File: src/rtl/fanout_pkg.sv
// Shared constants and types for the serially configured clock gate.
// Assumes one bus slave address and a fixed output-to-register-bit map.
package fanout_pkg;
    localparam int NUM_OUT  = 6;
    localparam int NUM_REG  = 3;
    localparam int BYTE_W   = 8;
    localparam int CNT_W    = 6;
    localparam int IDX_W    = (NUM_REG > 1) ? $clog2(NUM_REG) : 1;
    localparam logic [6:0] SLAVE_ADDR = 7'b1101001;

    // Register and bit that enable each output.
    localparam int OUT_REG [NUM_OUT] = '{0, 0, 0, 1, 1, 2};
    localparam int OUT_BIT [NUM_OUT] = '{0, 2, 7, 3, 6, 7};

    typedef enum logic [1:0] {
        RX_IDLE = 2'd0,
        RX_BITS = 2'd1,
        RX_ACKW = 2'd2,
        RX_ACK  = 2'd3
    } rx_state_t;
endpackage

File: src/rtl/fanout_line_sync.sv
// Synchronizes SCL and SDA into the system clock domain and produces
// one-cycle event strobes: SCL rising, SCL falling, start and stop.
// Assumes the system clock is much faster than SCL.
module fanout_line_sync (
    input  logic clk,
    input  logic rst_n,
    input  logic scl_i,
    input  logic sda_i,
    output logic scl_rise,
    output logic scl_fall,
    output logic start_det,
    output logic stop_det,
    output logic sda_bit
);
    logic [1:0] scl_ff, sda_ff;
    logic       scl_q, sda_q;

    // Two-flop synchronizers plus one history stage; the bus idles high.
    always_ff @(posedge clk) begin
        if (!rst_n) begin
            scl_ff <= 2'b11;
            sda_ff <= 2'b11;
            scl_q  <= 1'b1;
            sda_q  <= 1'b1;
        end else begin
            scl_ff <= {scl_ff[0], scl_i};
            sda_ff <= {sda_ff[0], sda_i};
            scl_q  <= scl_ff[1];
            sda_q  <= sda_ff[1];
        end
    end

    // Decode events from the current and previous synchronized levels.
    always_comb begin
        scl_rise  = !scl_q && scl_ff[1];
        scl_fall  = scl_q && !scl_ff[1];
        start_det = scl_q && scl_ff[1] && sda_q && !sda_ff[1];
        stop_det  = scl_q && scl_ff[1] && !sda_q && sda_ff[1];
        sda_bit   = sda_ff[1];
    end
endmodule

File: src/rtl/fanout_smbus_rx.sv
// Write-only serial receiver. It matches the address, acknowledges bytes,
// skips the command and count bytes, and issues a register write for each
// data byte that fits. Assumes the host changes SDA only while SCL is low,
// except to form start and stop conditions.
module fanout_smbus_rx
    import fanout_pkg::*;
(
    input  logic              clk,
    input  logic              rst_n,
    input  logic              scl_rise,
    input  logic              scl_fall,
    input  logic              start_det,
    input  logic              stop_det,
    input  logic              sda_bit,
    output logic              sda_oe,
    output logic              wr_en,
    output logic [IDX_W-1:0]  wr_idx,
    output logic [BYTE_W-1:0] wr_data
);
    localparam logic [CNT_W-1:0] HDR_BYTES = CNT_W'(2);
    localparam logic [CNT_W-1:0] CNT_MAX   = '1;

    rx_state_t         state;
    logic [2:0]        bit_cnt;
    logic [BYTE_W-1:0] shreg;
    logic [CNT_W-1:0]  byte_cnt;
    logic              is_addr;
    logic [CNT_W-1:0]  data_pos;
    logic              data_fits;

    // Position of the current byte after the command and count bytes.
    always_comb begin
        data_pos  = byte_cnt - HDR_BYTES;
        data_fits = (byte_cnt >= HDR_BYTES) && (data_pos < CNT_W'(NUM_REG));
    end

    // Receiver state machine, advanced by the bus events.
    always_ff @(posedge clk) begin
        if (!rst_n) begin
            state    <= RX_IDLE;
            bit_cnt  <= '0;
            shreg    <= '0;
            byte_cnt <= '0;
            is_addr  <= 1'b0;
            sda_oe   <= 1'b0;
            wr_en    <= 1'b0;
            wr_idx   <= '0;
            wr_data  <= '0;
        end else begin
            wr_en <= 1'b0;
            if (start_det) begin
                state    <= RX_BITS;
                bit_cnt  <= '0;
                byte_cnt <= '0;
                is_addr  <= 1'b1;
                sda_oe   <= 1'b0;
            end else if (stop_det) begin
                state  <= RX_IDLE;
                sda_oe <= 1'b0;
            end else begin
                unique case (state)
                    RX_IDLE: ;
                    RX_BITS: if (scl_rise) begin
                        shreg   <= {shreg[BYTE_W-2:0], sda_bit};
                        bit_cnt <= bit_cnt + 3'd1;
                        if (bit_cnt == 3'd7) state <= RX_ACKW;
                    end
                    RX_ACKW: if (scl_fall) begin
                        if (is_addr && shreg != {SLAVE_ADDR, 1'b0}) begin
                            state <= RX_IDLE;
                        end else begin
                            sda_oe <= 1'b1;
                            state  <= RX_ACK;
                            if (!is_addr && data_fits) begin
                                wr_en   <= 1'b1;
                                wr_idx  <= IDX_W'(data_pos);
                                wr_data <= shreg;
                            end
                        end
                    end
                    RX_ACK: if (scl_fall) begin
                        sda_oe  <= 1'b0;
                        state   <= RX_BITS;
                        is_addr <= 1'b0;
                        if (!is_addr && byte_cnt != CNT_MAX)
                            byte_cnt <= byte_cnt + CNT_W'(1);
                    end
                    default: state <= RX_IDLE;
                endcase
            end
        end
    end
endmodule

File: src/rtl/fanout_cfg_gate.sv
// Configuration register bank and output gates. Each output follows
// clk_in when its enable bit is set. The enable copy used by the gates
// changes only while clk_in is low. Assumes clk_in is slower than clk.
module fanout_cfg_gate
    import fanout_pkg::*;
(
    input  logic               clk,
    input  logic               rst_n,
    input  logic               wr_en,
    input  logic [IDX_W-1:0]   wr_idx,
    input  logic [BYTE_W-1:0]  wr_data,
    input  logic               clk_in,
    output logic [NUM_OUT-1:0] clk_out
);
    logic [BYTE_W-1:0]  cfg [NUM_REG];
    logic [NUM_OUT-1:0] en_sel;
    logic [NUM_OUT-1:0] en_q;

    // Register bank: reset to all ones, write one register per strobe.
    always_ff @(posedge clk) begin
        for (int r = 0; r < NUM_REG; r++) begin
            if (!rst_n)
                cfg[r] <= '1;
            else if (wr_en && wr_idx == IDX_W'(r))
                cfg[r] <= wr_data;
        end
    end

    // Pick each output's enable bit from the map in the package.
    for (genvar g = 0; g < NUM_OUT; g++) begin : g_out
        assign en_sel[g]  = cfg[OUT_REG[g]][OUT_BIT[g]];
        assign clk_out[g] = clk_in & en_q[g];
    end

    // Copy enables into the gates only while clk_in is low.
    always_ff @(posedge clk) begin
        if (!rst_n)
            en_q <= '1;
        else if (!clk_in)
            en_q <= en_sel;
    end
endmodule

File: src/rtl/serclk_fanout_ctl.sv
// Top level: line synchronizer, block-write receiver, and the
// configuration and gating stage. sda_oe means "pull SDA low".
module serclk_fanout_ctl
    import fanout_pkg::*;
(
    input  logic               clk,
    input  logic               rst_n,
    input  logic               scl_i,
    input  logic               sda_i,
    output logic               sda_oe,
    input  logic               clk_in,
    output logic [NUM_OUT-1:0] clk_out
);
    logic              scl_rise, scl_fall, start_det, stop_det, sda_bit;
    logic              wr_en;
    logic [IDX_W-1:0]  wr_idx;
    logic [BYTE_W-1:0] wr_data;

    fanout_line_sync i_sync (
        .clk       (clk),
        .rst_n     (rst_n),
        .scl_i     (scl_i),
        .sda_i     (sda_i),
        .scl_rise  (scl_rise),
        .scl_fall  (scl_fall),
        .start_det (start_det),
        .stop_det  (stop_det),
        .sda_bit   (sda_bit)
    );

    fanout_smbus_rx i_rx (
        .clk       (clk),
        .rst_n     (rst_n),
        .scl_rise  (scl_rise),
        .scl_fall  (scl_fall),
        .start_det (start_det),
        .stop_det  (stop_det),
        .sda_bit   (sda_bit),
        .sda_oe    (sda_oe),
        .wr_en     (wr_en),
        .wr_idx    (wr_idx),
        .wr_data   (wr_data)
    );

    fanout_cfg_gate i_gate (
        .clk     (clk),
        .rst_n   (rst_n),
        .wr_en   (wr_en),
        .wr_idx  (wr_idx),
        .wr_data (wr_data),
        .clk_in  (clk_in),
        .clk_out (clk_out)
    );
endmodule

File: config.mk
export PLATFORM = sky130hd
export DESIGN_NAME = serclk_fanout_ctl
export DESIGN_NICKNAME = d
export VERILOG_FILES = /design/src/rtl/fanout_pkg.sv /design/src/rtl/fanout_line_sync.sv /design/src/rtl/fanout_smbus_rx.sv /design/src/rtl/fanout_cfg_gate.sv /design/src/rtl/serclk_fanout_ctl.sv
export SDC_FILE = /design/constraint.sdc
export NUM_CORES = 1
export LEC_CHECK = 0
export ABC_CLOCK_PERIOD_IN_PS = 1910
export BUFFER_PORTS_ARGS = -buffer_cell sky130_fd_sc_hd__buf_2
export CAP_MARGIN = 20
export CORE_MARGIN = 3
export CORE_UTILIZATION = 53
export CTS_BUF_LIST = sky130_fd_sc_hd__clkbuf_16
export DETAILED_ROUTE_END_ITERATION = 10
export PLACE_DENSITY = 0.79
export SLEW_MARGIN = 5
export SYNTH_ARGS = -nofsm -noshare
export SYNTH_HDL_FRONTEND = slang
export SYNTH_SLANG_ARGS = --single-unit
File: constraint.sdc
create_clock -name clk -period 1.91 [get_ports clk]
set_input_delay 0.2865 -clock clk [delete_from_list [all_inputs] [get_ports clk]]
set_output_delay 0.2865 -clock clk [all_outputs]
set_load 0.02 [all_outputs]
==> impl_metrics.csv <==
group,metric,value,unit
status,status,"finished, final reports clean",
drt,first_pass_iters,4,
timing,max_slew_margin,0.6871,
floorplanning,fp.dieH,67.94,um
worst_setup_path,path_delay_family,"simple AND/OR/NAND/NOR gates",
yosys,synthSimpleGateAreaFrac,0.2591,
power_and_ir_drop,powerDensity,931.8,nW/um^2
timing,finalSetupTns,0,ns
power_and_ir_drop,power.leakage,0.8840,nW
timing,tightest_slew,0.4666,ns
worst_setup_path,cp.depth,5,
grt,use_met3,0.03941,
yosys,ys_seq_area_frac,0.4923,
floorplanning,ios,12,
placement,place_inst,278,
worst_setup_path,rr_worst_depth,5,
grt,met1_usage,0.2226,
timing,final.period_utilization,0.9412,
worst_hold_path,hp-class,"in2reg",
placement,routabilityCongestion,0.8441,
grt,grt_pass1_vias,1498,
cts,cts_root_buf,"clkbuf_16",
worst_setup_path,critPathKind,"reg2reg",
worst_setup_path,required,2.12,ns
drt,drt_iter0_markers,87,
cts,cts.sinks,47,
cells_and_area,drive_above_1_share,0.1500,
worst_setup_path,crit_path_top_delay_cell,"or4_1",
cts,cts_tree,"built",
cells_and_area,n_antenna_cell,0,
worst_setup_path,critPathMaxFanout,5,
timing,slew_violations,0,
timing,fin_crit,1.798,ns
yosys,postSynthCellCount,220,
worst_setup_path,start_kind,"register",
yosys,synth_nets,232,
floorplanning,design.core.area,3521,um^2
worst_setup_path,cp.arrival,2.01,ns
yosys,synth_warnings,0,
yosys,synth_top_family_by_area,"simple AND/OR/NAND/NOR gates",
worst_setup_path,crit_chain,"ha_1 -> and4_1 -> a211o_1 -> or4_1 -> a21oi_1",
floorplanning,num_rows,21,
grt,grt_util_met2,0.3345,
drt,ant_nets,0,
drt,drc_errors,0,
grt,grt_max_degree,25,
floorplanning,die-width,67.94,um
worst_setup_path,max_stage_delay,0.50,ns
cts,insertion_delay,0.28,ns
grt,grt_overflow,0,
drt,via_count,1637,
cells_and_area,fin_nets,251,
yosys,synth-async-reset-ratio,0,
yosys,netlist_area,2033,um^2
cts,htree_levels,2,
timing,setup_violations,0,
drt,wl,3779,um
yosys,synthXorXnorAreaFrac,0.01723,
grt,antenna_found_initial,0,
timing,setup_ws,0.1123,ns
yosys,synthAdderAreaFrac,0.04308,
cts,cts_max_path_buffers,2,
grt,grt_usage,0.1905,
drt,viasPerCell,5.724,
placement,numPortBuffers,11,
yosys,yosysUniqueCellTypes,39,
cts,clk_pin_slew,0.06,ns
grt,grt_busiest_layer,"met2",
yosys,synth_edf_count,6,
cts,postCtsSetupBuffers,0,
worst_hold_path,min_path_cells,2,
run,maxCapViolCount,0,
yosys,muxShareOfSynthArea,0,
yosys,synth_compound_area_frac,0.1557,
cells_and_area,fin_cells,286,
floorplanning,start_util,0.5775,
worst_setup_path,cp_num_buf_inv,0,
drt,wl_per_cell,13.21,um
cts,numCtsBuffers,5,
timing,max_freq,0.5563,GHz
timing,clock_skew,0.004104,ns
timing,hold_slack,0.1855,ns
yosys,avgSynthCellArea,9.242,um^2
cells_and_area,area_growth,16.62,%
timing,finalHoldViolations,0,
placement,pre_cts_slack,0.1175,ns
grt,grt_pass1_wl,6589,um
yosys,ys_seq_elements,47,
power_and_ir_drop,vdd_drop_max,0.5723,mV
yosys,synth-main-ff-cell,"dfxtp_1",
worst_setup_path,endpoint_kind,"register",
placement,dp_hpwl,2569,um
floorplanning,dieArea,4615,um^2
timing,rsz0062_at_grt,"no",
-- timing repair --
action                                  CTS  global route
hold buffers                              0             0
endpoints found under the setup margin    0             5
resized for setup                         0             3
-- per-stage QoR --
| step | power (W) | utilization | cell area, um^2 |
|---|---|---|---|
| finish | 0.002209 | 0.6734 | 2371 |
| global route | 0.002279 | 0.6734 | 2371 |
| CTS | 0.002229 | 0.6731 | 2370 |
| detailed placement | 0.001144 | 0.6194 | 2181 |
| global placement | 0.001142 | 0.6194 | 2181 |
| floorplan | 0.001111 | - | 2033 |
-- synthesized netlist by cell type, drive strengths merged (6+ instances only) --
library cell / instances / share of area
inv: 7 / 0.013
nor2: 7 / 0.013
o21ai: 13 / 0.032
nand3: 7 / 0.017
nand2: 32 / 0.059
or3: 8 / 0.025
and2: 6 / 0.018
clkbuf: 6 / 0.011
a21oi: 24 / 0.059
a211o: 7 / 0.030
dfxtp: 41 / 0.40
ha: 7 / 0.043
nor3: 6 / 0.015
edfxtp: 6 / 0.089
nand2b: 7 / 0.022
-- path summary, 6_finish.rpt --
| check | startpoint | end | slack (ns) |
|---|---|---|---|
| worst max-delay path | i_rx.byte_cnt[1] | i_rx.byte_cnt[5] | 0.11 |
| worst min-delay path | sda_i | i_sync.sda_ff[0] | 0.19 |
| worst max register to register | i_rx.byte_cnt[1] | i_rx.byte_cnt[5] | 0.11 |
| worst min register to register | i_sync.scl_ff[0] | i_sync.scl_ff[1] | 0.42 |
-- layer usage --
metal / vias up / share of wire
li1: 818 / -
met1: 775 / 0.46
met2: 37 / 0.49
met3: 7 / 0.036
met4: 0 / 0.017
met5: - / 0
-- final cells by class --
cell class / instances / area (um^2)
repair buffers: 21 / 130.1
multi-input cells: 157 / 965.9
clock inverters: 3 / 63.81
fillers: 278 / 1150
inverters: 7 / 26.28
clock buffers: 5 / 125.1
well taps: 46 / 57.56
flip-flops and latches: 47 / 1002
-- cells by family after synthesis --
kind of cell               count (synthesis)
DFF                                       47
buffers and inverters                     16
adders and majority gates                  7
and+or+nand+nor                           94
AOI/OAI and AO/OA                         52
xor gates and xnor gates                   4
-- layout by cell type (no fill, tap or decap), drive strengths merged, types with 3 or more instances in the layout --
cell type and count:
a21oi 24, buf 21, or3 8, nor2 7, nand3 7, edfxtp 6
o21ai 13, inv 8, a211o 7, nor3 6, or2 3, xnor2 4
dfxtp 41, clkbuf 5, and2 6, nand4b 3, ha 7, nand2b 7
nand2 32
-- state kept, by name, indices dropped and copies added (netlist names), 2 cells and up --
| name | flops |
|---|---|
| i_gate.cfg | 6 |
| i_rx.shreg | 8 |
| i_gate.en_q | 6 |
| i_sync.sda_ff | 2 |
| i_rx.wr_idx | 2 |
| i_sync.scl_ff | 2 |
| i_rx.state | 2 |
| i_rx.bit_cnt | 3 |
| i_rx.byte_cnt | 6 |
| i_rx.wr_data | 5 |
-- where the power goes --
part	switching [W]	leakage [nW]	internal [W]
registers	0.00000866	0.377	0.00102
clock network	0.000342	0.0952	0.000744
logic	0.0000612	0.412	0.0000375
Note: power is estimated with default switching activity, not from simulation.
